File: src/rtl/fg_pkg.sv
package fg_pkg;
    localparam int IN_W   = 4;
    localparam int OUT_W  = 2;
    localparam int LINES  = 8;
    localparam int LINE_W = $clog2(LINES);
    localparam int FAULTS = 2 * LINES;
    localparam int FIDX_W = LINE_W + 1;

    typedef enum logic [1:0] {
        ST_IDLE  = 2'd0,
        ST_GOLD  = 2'd1,
        ST_GRADE = 2'd2
    } gr_state_e;

    typedef struct packed {
        logic [LINE_W-1:0] line;
        logic              stuck;
    } fault_t;
endpackage

File: src/rtl/fg_store.sv
module fg_store #(
    parameter int DEPTH = 16,
    parameter int W     = 4,
    parameter int AW    = $clog2(DEPTH)
) (
    input  logic          clk,
    input  logic          we_i,
    input  logic [AW-1:0] waddr_i,
    input  logic [W-1:0]  wdata_i,
    input  logic [AW-1:0] raddr_i,
    output logic [W-1:0]  rdata_o
);
    logic [W-1:0] mem_q [DEPTH];

    always_ff @(posedge clk) begin
        if (we_i) begin
            mem_q[waddr_i] <= wdata_i;
        end
    end

    assign rdata_o = mem_q[raddr_i];
endmodule

File: src/rtl/fg_cut.sv
module fg_cut
    import fg_pkg::*;
(
    input  logic [IN_W-1:0]  vec_i,
    input  logic             inj_en_i,
    input  fault_t           flt_i,
    output logic [OUT_W-1:0] y_o
);
    logic [LINES-1:0] hit;
    logic l0, l1, l2, l3, l4, l5, l6, l7;

    for (genvar i = 0; i < LINES; i++) begin : g_sel
        assign hit[i] = inj_en_i && (flt_i.line == LINE_W'(i));
    end

    // each line passes through its own injection multiplexer
    assign l0 = hit[0] ? flt_i.stuck : vec_i[0];
    assign l1 = hit[1] ? flt_i.stuck : vec_i[1];
    assign l2 = hit[2] ? flt_i.stuck : vec_i[2];
    assign l3 = hit[3] ? flt_i.stuck : vec_i[3];
    assign l4 = hit[4] ? flt_i.stuck : (l0 & l1);
    assign l5 = hit[5] ? flt_i.stuck : (l2 | l3);
    assign l6 = hit[6] ? flt_i.stuck : ~(l4 & l5);
    assign l7 = hit[7] ? flt_i.stuck : (l4 ^ l5);

    assign y_o = {l7, l6};
endmodule

File: src/rtl/fault_grader.sv
module fault_grader
    import fg_pkg::*;
#(
    parameter int VEC_DEPTH = 16,
    localparam int VA_W  = $clog2(VEC_DEPTH),
    localparam int CNT_W = $clog2(VEC_DEPTH + 1),
    localparam int FC_W  = $clog2(FAULTS + 1)
) (
    input  logic              clk,
    input  logic              rst_n,
    input  logic              start_i,
    input  logic              vec_we_i,
    input  logic [VA_W-1:0]   vec_addr_i,
    input  logic [IN_W-1:0]   vec_data_i,
    input  logic [CNT_W-1:0]  vec_count_i,
    output logic              busy_o,
    output logic              done_o,
    output logic [FAULTS-1:0] detected_o,
    output logic [FC_W-1:0]   det_count_o
);
    gr_state_e          state_q, state_d;
    logic [VA_W-1:0]    vidx_q;
    logic [FIDX_W-1:0]  fidx_q;
    logic [CNT_W-1:0]   vcnt_q;
    logic [FAULTS-1:0]  detected_q;
    logic [FC_W-1:0]    detcnt_q;
    logic               done_q;

    logic [CNT_W-1:0]   cnt_in;
    logic               last_vec, last_flt, mismatch, flt_end;
    logic [IN_W-1:0]    vec_rd;
    logic [OUT_W-1:0]   gold_rd, cut_y;
    logic               vec_wr_ok, gold_we, inj_en;
    fault_t             cur_flt;

    assign cnt_in   = (vec_count_i > CNT_W'(VEC_DEPTH)) ? CNT_W'(VEC_DEPTH) : vec_count_i;
    assign last_vec = (CNT_W'(vidx_q) + CNT_W'(1)) == vcnt_q;
    assign last_flt = fidx_q == FIDX_W'(FAULTS - 1);
    assign inj_en   = (state_q == ST_GRADE);
    assign gold_we  = (state_q == ST_GOLD);
    assign vec_wr_ok = vec_we_i && (state_q == ST_IDLE);
    assign cur_flt  = fault_t'(fidx_q);
    assign mismatch = inj_en && (cut_y != gold_rd);
    assign flt_end  = mismatch || last_vec;

    fg_store #(.DEPTH(VEC_DEPTH), .W(IN_W)) u_vec (
        .clk     (clk),
        .we_i    (vec_wr_ok),
        .waddr_i (vec_addr_i),
        .wdata_i (vec_data_i),
        .raddr_i (vidx_q),
        .rdata_o (vec_rd)
    );

    fg_store #(.DEPTH(VEC_DEPTH), .W(OUT_W)) u_gold (
        .clk     (clk),
        .we_i    (gold_we),
        .waddr_i (vidx_q),
        .wdata_i (cut_y),
        .raddr_i (vidx_q),
        .rdata_o (gold_rd)
    );

    fg_cut u_cut (
        .vec_i    (vec_rd),
        .inj_en_i (inj_en),
        .flt_i    (cur_flt),
        .y_o      (cut_y)
    );

    // next-state decode: LAUNCH, EMPTY, GOLD_END, NEXT_FAULT, FINISH
    always_comb begin
        state_d = state_q;
        unique case (state_q)
            ST_IDLE:  if (start_i && (cnt_in != '0)) state_d = ST_GOLD;
            ST_GOLD:  if (last_vec) state_d = ST_GRADE;
            ST_GRADE: if (flt_end && last_flt) state_d = ST_IDLE;
            default:  state_d = ST_IDLE;
        endcase
    end

    // state register
    always_ff @(posedge clk or negedge rst_n) begin
        if (!rst_n) state_q <= ST_IDLE;
        else        state_q <= state_d;
    end

    // counters and results
    always_ff @(posedge clk or negedge rst_n) begin
        if (!rst_n) begin
            vidx_q     <= '0;
            fidx_q     <= '0;
            vcnt_q     <= '0;
            detected_q <= '0;
            detcnt_q   <= '0;
            done_q     <= 1'b0;
        end else begin
            unique case (state_q)
                ST_IDLE: begin
                    if (start_i) begin
                        detected_q <= '0;
                        detcnt_q   <= '0;
                        vidx_q     <= '0;
                        fidx_q     <= '0;
                        vcnt_q     <= cnt_in;
                        done_q     <= (cnt_in == '0);
                    end
                end
                ST_GOLD: begin
                    vidx_q <= last_vec ? '0 : vidx_q + VA_W'(1);
                end
                ST_GRADE: begin
                    if (mismatch) begin
                        detected_q[fidx_q] <= 1'b1;
                        detcnt_q           <= detcnt_q + FC_W'(1);
                    end
                    if (flt_end) begin
                        vidx_q <= '0;
                        fidx_q <= fidx_q + FIDX_W'(1);
                        if (last_flt) done_q <= 1'b1;
                    end else begin
                        vidx_q <= vidx_q + VA_W'(1);
                    end
                end
                default: ;
            endcase
        end
    end

    assign busy_o      = (state_q != ST_IDLE);
    assign done_o      = done_q;
    assign detected_o  = detected_q;
    assign det_count_o = detcnt_q;


    busy_done_excl_chk: assert property (@(posedge clk) disable iff (!rst_n)
        !(busy_o && done_o));


    launch_clear_chk: assert property (@(posedge clk) disable iff (!rst_n)
        $rose(busy_o) |-> (detected_o == '0 && det_count_o == '0 && !done_o));


    skip_rest_chk: assert property (@(posedge clk) disable iff (!rst_n)
        (state_q == ST_GRADE && mismatch) |=> (vidx_q == '0));


    count_match_chk: assert property (@(posedge clk) disable iff (!rst_n)
        $countones(detected_o) == int'(det_count_o));


    map_hold_chk: assert property (@(posedge clk) disable iff (!rst_n)
        busy_o |=> ((detected_o & $past(detected_o)) == $past(detected_o)));


    restart_ignored_chk: assert property (@(posedge clk) disable iff (!rst_n)
        (state_q == ST_GRADE && start_i) |=> (state_q != ST_GOLD));


    gold_continues_chk: assert property (@(posedge clk) disable iff (!rst_n)
        (state_q == ST_GOLD) |=> busy_o);
endmodule

File: config.mk
export PLATFORM = sky130hd
export DESIGN_NAME = fault_grader
export DESIGN_NICKNAME = d
export VERILOG_FILES = /design/src/rtl/fg_pkg.sv /design/src/rtl/fg_store.sv /design/src/rtl/fg_cut.sv /design/src/rtl/fault_grader.sv
export SDC_FILE = /design/constraint.sdc
export NUM_CORES = 1
export LEC_CHECK = 0
export ABC_AREA = 0
export BUFFER_PORTS_ARGS = -buffer_cell sky130_fd_sc_hd__buf_2
export CAP_MARGIN = 20
export CORE_ASPECT_RATIO = 0.9
export CORE_UTILIZATION = 52
export DETAILED_ROUTE_END_ITERATION = 10
export GPL_TIMING_DRIVEN = 0
export PLACE_DENSITY = 0.75
export SLEW_MARGIN = 20
export SYNTH_ARGS = -nofsm -noshare
export SYNTH_HDL_FRONTEND = slang
export SYNTH_SLANG_ARGS = --single-unit
File: constraint.sdc
create_clock -name clk -period 6.1 [get_ports clk]
set_input_delay 0.61 -clock clk [delete_from_list [all_inputs] [get_ports clk]]
set_output_delay 0.61 -clock clk [all_outputs]
set_load 0.005 [all_outputs]
Yosys cells after proc, flatten, opt, wreduce, memory -nomap -nowiden --
Memory sizes are Yosys's and may differ from the RTL's. Index checks and enable logic that the tools add are counted.
Storage, ports and cells: memories 2, bits in writable memories 96, register bits after elaboration 37, word-level logic and storage cells 103
Cells by class: $lt $le $gt $ge 3, bitwise gates (word level) 6, $add $sub $neg 4, multiplexer cells 35, reduce and logical (&&, ||, !) cells 27, eq/ne operators 19
Memories:
- u_vec.mem_q | words 16, bits a word 4, rd ports 1, clocked after Yosys merged registers in 0, wr ports 1, RTL line fg_store.sv:13 | logic [W-1:0] mem_q [DEPTH];
- u_gold.mem_q | words 16, bits a word 2, rd ports 1, clocked after Yosys merged registers in 0, wr ports 1, RTL line fg_store.sv:13
Operators with widths (number):
- 2-to-1 mux 16 bit | 2
- case mux 16 bit (2 select lines) | 1
- 2-to-1 mux 1 bit | 16
- 2-to-1 mux 4 bit | 4
- bitwise OR 16 bit | 1
- 2-to-1 mux 5 bit | 3
- logical AND 1 bit | 13
- == test 3 bit, second input constant | 4
- case mux 4 bit (3 select lines) | 1
- != test 2 bit, second input constant | 5
- case mux 5 bit (2 select lines) | 1
- AND reduction 3 bit | 3
- adder 4 x 1 -> 4 bit, second input constant | 2
- case mux 4 bit (2 select lines) | 1
- == test 3 x 2 -> 1 bit, second input constant | 2
- 2-to-1 mux 2 bit | 3
- case mux 2 bit (3 select lines) | 1
- adder 4 x 1 -> 5 bit, second input constant | 1
- adder 5 x 1 -> 5 bit, second input constant | 1
- == test 5 bit | 1
- greater-than comparator 5 bit, second input constant | 1
- logical NOT 5 bit | 1
- < comparator 4 x 5 -> 1 bit, second input constant | 1
- nonzero test 5 bit | 1
- other kinds (20) | 24

Depth between registers and ports, before layout --
Gate-level depths: netlist of the first run.
depth after elaboration 14, depth in mapped cells 19, mapped depth without buffers 17

Cells and area by module --
A second synthesis of the first run with hierarchy kept.
Second synthesis, totals: cells, all modules 431, area, all modules 6052.1 sq um
By module, submodules not included:
- fg_store at u_vec | cells an instance 126, sequential area each 1921.8 sq um, area each 2586.2 sq um, instances 1
- fault_grader | cells an instance 205, sequential area each 925.9 sq um, area each 1951.9 sq um, instances 1
- fg_store at u_gold | cells an instance 76, sequential area each 960.9 sq um, area each 1340.0 sq um, instances 1
- fg_cut | cells an instance 24, sequential area each 0.0 sq um, area each 173.9 sq um, instances 1

Worst setup path after synthesis of the first run --
Ideal clock, no wire load.
kind flip-flop to flip-flop, start register vidx_q[0], end register state_q[0], buffers on the path 3, cell stages (with the launch flop) 16, arrival time 3.916 ns, setup slack 2.102 ns, setup time 0.082 ns, cell sequence dfrtp_1 > buf_6 > buf_4 > buf_4 > mux4_2 > mux4_2 > a21oi_1 > o32ai_1 > ha_1 > mux2i_1 > inv_1 > a211oi_1 > a31o_1 > o31a_1 > or4_1 > a22oi_2
Between the ends: elaborated cells between the ends (all ways) 24
RTL lines:
- start: declaration | RTL line fault_grader.sv:22 | logic [VA_W-1:0] vidx_q;
- start signal: assignment | RTL line fault_grader.sv:110 | vidx_q <= last_vec ? '0 : vidx_q + VA_W'(1);
- start signal: assignment | RTL line fault_grader.sv:122 | vidx_q <= vidx_q + VA_W'(1);
- memory (16 x 4 bit) (*)
- 2-to-1 mux 1 bit (on tied branches)
- bitwise AND 1 bit / bitwise OR 1 bit (equally long branches) | RTL line fg_cut.sv:21, fg_cut.sv:22
- 2-to-1 mux 1 bit (on tied branches) | RTL line fg_cut.sv:21, fg_cut.sv:22
- XOR 1 bit (*) | RTL line fg_cut.sv:24 | assign l7 = hit[7] ? flt_i.stuck : (l4 ^ l5);
- 2-to-1 mux 1 bit (*) | RTL line fg_cut.sv:24
- named net u_cut.l7 | RTL line fg_cut.sv:10 | logic l0, l1, l2, l3, l4, l5, l6, l7;
- != test 2 bit (*) | RTL line fault_grader.sv:43 | assign mismatch = inj_en && (cut_y != gold_rd);
- logical AND 1 bit (*) | RTL line fault_grader.sv:43
- logical OR 1 bit (*) | RTL line fault_grader.sv:44 | assign flt_end = mismatch || last_vec;
- logical AND 1 bit (*) | RTL line fault_grader.sv:77 | ST_GRADE: if (flt_end && last_flt) state_d = ST_IDLE;
- != test 2 x 1 -> 1 bit (no source line) (*)
- AND reduction 3 bit (no source line) (*)
- end signal: assignment | RTL line fault_grader.sv:85 | else state_q <= state_d;
- end: declaration | RTL line fault_grader.sv:21 | gr_state_e state_q, state_d;
Mark *: on every way through the listed nets, which the timed path passes. The rest lies on a longest branch. A chain may end at the register's enable or synchronous reset.

Final worst setup path of the first run --
start register vidx_q[1], end register done_q, in the netlist done_o
Between the ends: elaborated cells between the ends (all ways) 22
RTL lines:
- memory (16 x 4 bit) (*)
- 2-to-1 mux 1 bit (on tied branches)
- bitwise AND 1 bit / bitwise OR 1 bit (equally long branches) | RTL line fg_cut.sv:21, fg_cut.sv:22
- 2-to-1 mux 1 bit (on tied branches) | RTL line fg_cut.sv:21, fg_cut.sv:22
- XOR 1 bit (*) | RTL line fg_cut.sv:24
- 2-to-1 mux 1 bit (*) | RTL line fg_cut.sv:24
- named net u_cut.l7 | RTL line fg_cut.sv:10
- != test 2 bit (*) | RTL line fault_grader.sv:43
- logical AND 1 bit (*) | RTL line fault_grader.sv:43
- logical OR 1 bit (*) | RTL line fault_grader.sv:44
- != test 2 bit (no source line) (*)
- AND reduction 4 bit (no source line) (*)
- end signal: assignment | RTL line fault_grader.sv:106 | done_q <= (cnt_in == '0);
- end: declaration | RTL line fault_grader.sv:27 | logic done_q;
Marked as above.

==> results of run 1 <==
==> Yosys cell counts (6+ instances only) <==
cell,instances
a21oi_1,8
clkbuf_1,7
nor2_1,42
mux4_2,21
o21ai_0,26
nand2_1,50
nor3_1,15
inv_1,13
nand3_1,19
mux2i_1,14
nand4_1,6
dfrtp_1,37
edfxtp_1,96
ha_1,13
nand2b_1,16
==> logic make-up after synthesis <==
kind of cell | after synthesis | synth area share (%)
simple gates | 161 | 12.3
flops | 133 | 62.7
compound gates | 72 | 7.97
mux | 38 | 10.9
buf+inv | 33 | 2.76
fa+ha+maj | 13 | 2.68
xor+xnor | 5 | 0.721
==> worst max-delay path, cell delays in order, from the launching register on <==
cell	delay (ps)
dfrtp_1	500
buf_6	220
buf_2	290
buf_2	360
mux4_2	360
mux2i_1	190
a22oi_1	110
o21ai_0	140
o21ai_0	160
o21a_1	130
ha_1	280
mux2i_1	120
inv_1	420
a211oi_1	100
a31o_1	230
o311ai_1	770
nor3b_1	310
a2bb2oi_1	170
==> through the flow <==
step | hold slack [ps] | std cells | setup slack (ps)
floorplan | 314 | 455 | 2100
CTS | 320 | 681 | 1140
finish | 306 | 681 | 1150
detailed placement | 469 | 650 | 1190
global placement | 462 | 650 | 1270
global route | 358 | 681 | 735
==> final cells by class <==
cell class / count / share of cell area (%)
Multi-Input combinational cell: 289 / 29.9
Sequential cell: 133 / 54.1
Tap cell: 156 / 2.77
Buffer: 20 / 1.69
Clock inverter: 12 / 1.89
Inverter: 13 / 0.694
Timing Repair Buffer: 39 / 2.77
Clock buffer: 19 / 6.15
==> routing by layer <==
metal / GRT usage, % / vias up / wire length, um
met2: 37.9 / 124 / 6650
met3: 6.44 / 17 / 720
li1: - / 1843 / -
met5: 0 / - / 0
met1: 30.7 / 1987 / 5470
met4: 7.88 / 0 / 152
==> where the power goes <==
part | internal (W) | total [W] | leakage [nW] | switching, W
logic | 0.000291 | 0.000769 | 0.922 | 0.000479
registers | 0.00106 | 0.00110 | 1.36 | 0.0000428
clock network | 0.000598 | 0.000972 | 0.269 | 0.000374
==> state kept, by name, summed over array words and instances (netlist names) <==
signal,flops
u_vec.mem_q,64
cur_flt,4
detected_o,16
u_gold.mem_q,32
state_q,2
det_count_o,5
done_o,1
vidx_q,4
vcnt_q,5
==> worst max-delay path by stage <==
stage                   start            end  slack (ps)  depth (start not counted)
finish              vidx_q[1]         done_o        1150                         17
global route        vidx_q[0]         done_o         740                         17
detailed placement  vidx_q[1]         done_o        1190                         17
CTS                 vidx_q[1]         done_o        1140                         17
floorplan           vidx_q[0]     state_q[0]        2100                         15
global placement    vidx_q[1]  detected_o[3]        1270                         17
==> impl_results.md, run 1 <==
- Worst-margin pin slew: 991 ps
- Final Setup Violations: 0
- Synth top area share: 47.4%
- Ys Warns: 0
- Tmin final: 4950 ps
- Max transition margin: 32.6%
- Placed Area: 0.00647 mm^2
- Routability Congestion: 0.797
- Share of layout cells above drive strength 1: 20.4%
- Crit end category: flip-flop
- Resized Gates After CTS: 0
- Cts hold-fix bufs: 0
- Final WL: 13000 um
- Post-CTS Setup Bufs: 0
- Boundary Pins: 40
- Unique masters post-synth: 49
- H-tree depth: 4
- CTS buffer count: 17
- Congestion Overflow GR: 0
- Yosys top cell by area: edfxtp_1
- Root buf cell: clkbuf_16
- Area Overhead vs Synth: 15.8%
- CTS tree: built
- FF/Latch Area: 0.00381 mm^2
- Startpoint types: flip-flop
- Drt drc: 0
- Die extent in y: 105 um
- Port bufs: 39
- Clock skew: 7.25 ps
- Final core occ: 61.8%
- WP data arrival: 5280 ps
- Antenna Nets Post-Route: 0
- Clk_lat worst skew: 410 ps
- Mapped Cells: 455
- Largest net degree at the start of global routing: 38
- RR Startpoint: vidx_q[1]
- Antenna cells: 0
- Clock sink count: 133
- Most frequent cells in the layout: 96 x edfxtp_1, 50 x nand2_1, 44 x buf_2, 42 x nor2_1, 37 x dfrtp_1
- Initial antenna violation count: 0
- Reg2reg path depth: 17
- Synth area leaders: edfxtp_1 47%, dfrtp_1 15%, mux4_2 7.8%, nand2_1 3.1%, ha_1 2.7%
- Seq cells post-synth: 133
- Reg2reg setup slack: 1150 ps
- CP Max Fanout: 18
- Async SR Flop Fraction: 27.8%
- Die Wd: 116 um
- Synth Flop Type: edfxtp_1
- Vias in the first global route: 4071
- Total Die Area: 0.0121 mm^2
- Worst Path Class, Setup: flip-flop to flip-flop
- First-pass GRT wire length: 20700 um
- Hold Crit Class: primary input to async pin
- Initial DRC count: 280
- Design Area, Final: 0.00704 mm^2
- Row cnt: 37
- CTS Buffer Depth: 2
- Initial core utilization: 53.4%
- PwrDens: 404 mW/mm^2
- Commonest non-fill, non-tap cell in the layout: edfxtp_1
- HPWL Detailed: 9040 um
- Endpoints failing hold: 0
- Overall Power: 0.00284 W
- Maximum clock frequency: 0.202 GHz
- Total number of vias: 3971
- Synth Net Count: 485
- Unrepaired setup endpoints after global routing: false
- Fill cells: 861
- Status: completed
- Mapped Area: 0.00608 mm^2
- Detailed Routing Iterations Pass 1: 5
- Post-synth EDFFs: 96
- CP required: 6430 ps
- GRT Util Overall: 23.5%
- Avg Cell Area, Syn: 13.4 um^2
- Peak supply drop: 270 uV
- Routed len/inst: 19.1 um
- Nets@finish: 543
- Leakage power: 2.55 nW
- Setup TNS Final: 0 ps
- Clk pin slew, worst setup/hold paths: 50 ps
- Via density: 5.83
- Pins Over Slew Limit: 0
- Multi-input gate area: 0.00210 mm^2
- Floorplan core area: 0.0114 mm^2
- Fin crit share: 81.2%
- Reg2reg end: done_o
- Seq/Total Area, Yosys: 62.7%
- Number of max-cap violations: 0
(Power assumes the default switching activity.)
==> run 2, diff against run 1 <==
clock period = 5.15 ns   (was 6.1 ns; I/O delays follow)
==> run 2 against run 1 <==
Compared with the run above:
- count of clock-buffer cells in the layout unchanged
- final cell count is the same
- power up 19%
- fmax grew 3.3%
- non-clock buffer count stayed put
- setup slack lost 790 ps
- wire length increased by 0.29%
- critical path depth increased by 2
- register-to-register slack worse by 790 ps
- via count rose by 0.48%
- sequential share of layout area is 0.058 points lower
==> impl_results.md, run 2 (synthesis results as in run 1) <==
- Worst Path Class, Setup: flip-flop to flip-flop (unchanged)
- Nets@finish: 543 (unchanged)
- First-pass GRT wire length: 20700 um (unchanged)
- Overall Power: 0.00337 W (was 0.00284 W)
- Share of layout cells above drive strength 1: 20.8% (was 20.4%)
- Most frequent cells in the layout: 96 x edfxtp_1, 50 x nand2_1, 44 x buf_2, 42 x nor2_1, 37 x dfrtp_1 (unchanged)
- Tmin final: 4790 ps (was 4950 ps)
- Via density: 5.86 (was 5.83)
- Reg2reg end: det_count_o[1] (was done_o)
- HPWL Detailed: 9040 um (unchanged)
- Maximum clock frequency: 0.209 GHz (was 0.202 GHz)
- Area Overhead vs Synth: 15.9% (was 15.8%)
- Commonest non-fill, non-tap cell in the layout: edfxtp_1 (unchanged)
- Leakage power: 2.55 nW (about the same)
- Setup slack at placement: 239 ps (was 1190 ps)
- Boundary Pins: 40 (unchanged)
- Antenna cells: 0 (unchanged)
- Worst stage delay on the critical path: 510 ps (was 770 ps)
- GRT Util Overall: 23.5% (unchanged)
- Clock sink count: 133 (unchanged)
- Initial antenna violation count: 0 (unchanged)
- Root buf cell: clkbuf_16 (unchanged)
- Hold Crit Class: primary input to async pin (unchanged)
- Routed len/inst: 19.1 um (about the same)
- Crit path cell chain: buf_6 -> buf_2 -> buf_2 -> mux4_2 -> mux2i_1 -> a22oi_1 -> o21ai_0 -> o21ai_0 -> o21a_1 -> ha_1 -> mux2i_1 -> inv_2 -> a211oi_1 -> a31o_1 -> o31a_1 -> nand2b_1 -> buf_2 -> buf_6 -> o21ai_0 (was buf_6 -> buf_2 -> buf_2 -> mux4_2 -> mux2i_1 -> a22oi_1 -> o21ai_0 -> o21ai_0 -> o21a_1 -> ha_1 -> mux2i_1 -> inv_1 -> a211oi_1 -> a31o_1 -> o311ai_1 -> nor3b_1 -> a2bb2oi_1)
- Number of max-cap violations: 0 (unchanged)
- Total Die Area: 0.0121 mm^2 (unchanged)
- Final Setup Violations: 0 (unchanged)
- Clock skew: 6.58 ps (was 7.25 ps)
- Drt drc: 0 (unchanged)
- Unrepaired setup endpoints after global routing: false (unchanged)
- Final WL: 13000 um (about the same)
- Floorplan core area: 0.0114 mm^2 (unchanged)
- Congestion Overflow GR: 0 (unchanged)
- Largest register FFs: 64 (unchanged)
- Clk_lat worst skew: 410 ps (about the same)
- Crit end category: flip-flop (unchanged)
- Reg with most FFs: u_vec.mem_q (unchanged)
- Detailed Routing Iterations Pass 1: 5 (unchanged)
- CTS buffer count: 17 (unchanged)
- CTS Buffer Depth: 2 (unchanged)
- Die Wd: 116 um (unchanged)
- Worst-margin pin slew: 979 ps (was 991 ps)
- Port bufs: 39 (unchanged)
- Total number of vias: 3990 (was 3971)
- CTS tree: built (unchanged)
- Row cnt: 37 (unchanged)
- Endpoints failing hold: 0 (unchanged)
- Pins Over Slew Limit: 0 (unchanged)
- Vias in the first global route: 4071 (unchanged)
- Setup TNS Final: 0 ps (unchanged)
- Largest net degree at the start of global routing: 38 (unchanged)
- Peak supply drop: 319 uV (was 270 uV)
- Fin crit share: 93.0% (was 81.2%)
- Initial DRC count: 297 (was 280)
- Reg2reg path depth: 19 (was 17)
- Routability Congestion: 0.797 (unchanged)
- Status: completed (unchanged)
- Final WS setup: 358 ps (was 1150 ps)
- CP Max Fanout: 18 (unchanged)
- CP required: 5430 ps (was 6430 ps)
- H-tree depth: 4 (unchanged)
- Initial core utilization: 53.4% (unchanged)
- Startpoint types: flip-flop (unchanged)
- Max transition margin: 33.4% (was 32.6%)
- Antenna Nets Post-Route: 0 (unchanged)
- Clk pin slew, worst setup/hold paths: 50 ps (about the same)
- Slowest CP cell: dfrtp_1 (was o311ai_1)
- Fill cells: 861 (unchanged)
- PwrDens: 479 mW/mm^2 (was 404 mW/mm^2)
- Reg2reg setup slack: 360 ps (was 1150 ps)
- RR Startpoint: vidx_q[1] (unchanged)
- WP data arrival: 5070 ps (was 5280 ps)
- Die extent in y: 105 um (unchanged)
- Cts hold-fix bufs: 0 (unchanged)
## run 2: worst max-delay path by stage
stage	startpoint	to	slack, ps	depth (start not counted)
6_report	vidx_q[1]	det_count_o[1]	360	19
5_1_grt	vidx_q[0]	detected_o[0]	30	19
4_1_cts	vidx_q[1]	done_o	190	17
3_5_place_dp	vidx_q[1]	done_o	240	17
3_3_place_gp	vidx_q[1]	detected_o[3]	320	17
2_1_floorplan	vidx_q[0]	state_q[0]	1150	15
## run 2: critical path, delay by kind of cell (launching register included)
family | cells | cell delay (ps)
buf+inv | 6 | 1450
mux | 3 | 870
compound gates | 8 | 1370
flops | 1 | 510
simple gates | 1 | 140
fa+ha+maj | 1 | 290
## run 2: per-layer routing
| layer | share of wire, % | GRT usage (%) |
|---|---|---|
| met5 | 0 | 0 |
| met4 | 1.1 | 7.88 |
| met3 | 5.9 | 6.44 |
| met2 | 51 | 37.9 |
| met1 | 42 | 30.7 |
## run 2: cell type report
type / count / area (um^2) / area share [%]
timing repair buffer: 39 / 195 / 2.77
tap: 156 / 195 / 2.77
clock inverter: 12 / 133 / 1.88
inverter: 13 / 48.8 / 0.693
buffer: 20 / 119 / 1.69
clock buffer: 19 / 433 / 6.15
multi-input combinational: 289 / 2110 / 30.0
sequential: 133 / 3810 / 54.1
## run 2: through the flow
step                      hold WS, ps  utilization, %  area [um^2]  std cells
after CTS                         225            61.8         7040        681
after global routing              263            61.8         7040        681
after global placement            462            56.8         6470        650
after detailed placement          469            56.8         6470        650
final                             211            61.8         7040        681
after floorplan                   219               -         6080        455
## run 2: repair_timing
action | in CTS | in global routing
setup endpoints to repair | 0 | 17
setup buffers | 0 | 0
resized for setup | 0 | 2
## run 2: power by group
part           switching [W]  internal [W]  leakage (nW)
Clock               0.000442      0.000709         0.269
Combinational       0.000571      0.000345         0.923
Sequential         0.0000515       0.00125          1.36
Total                0.00107       0.00231          2.55
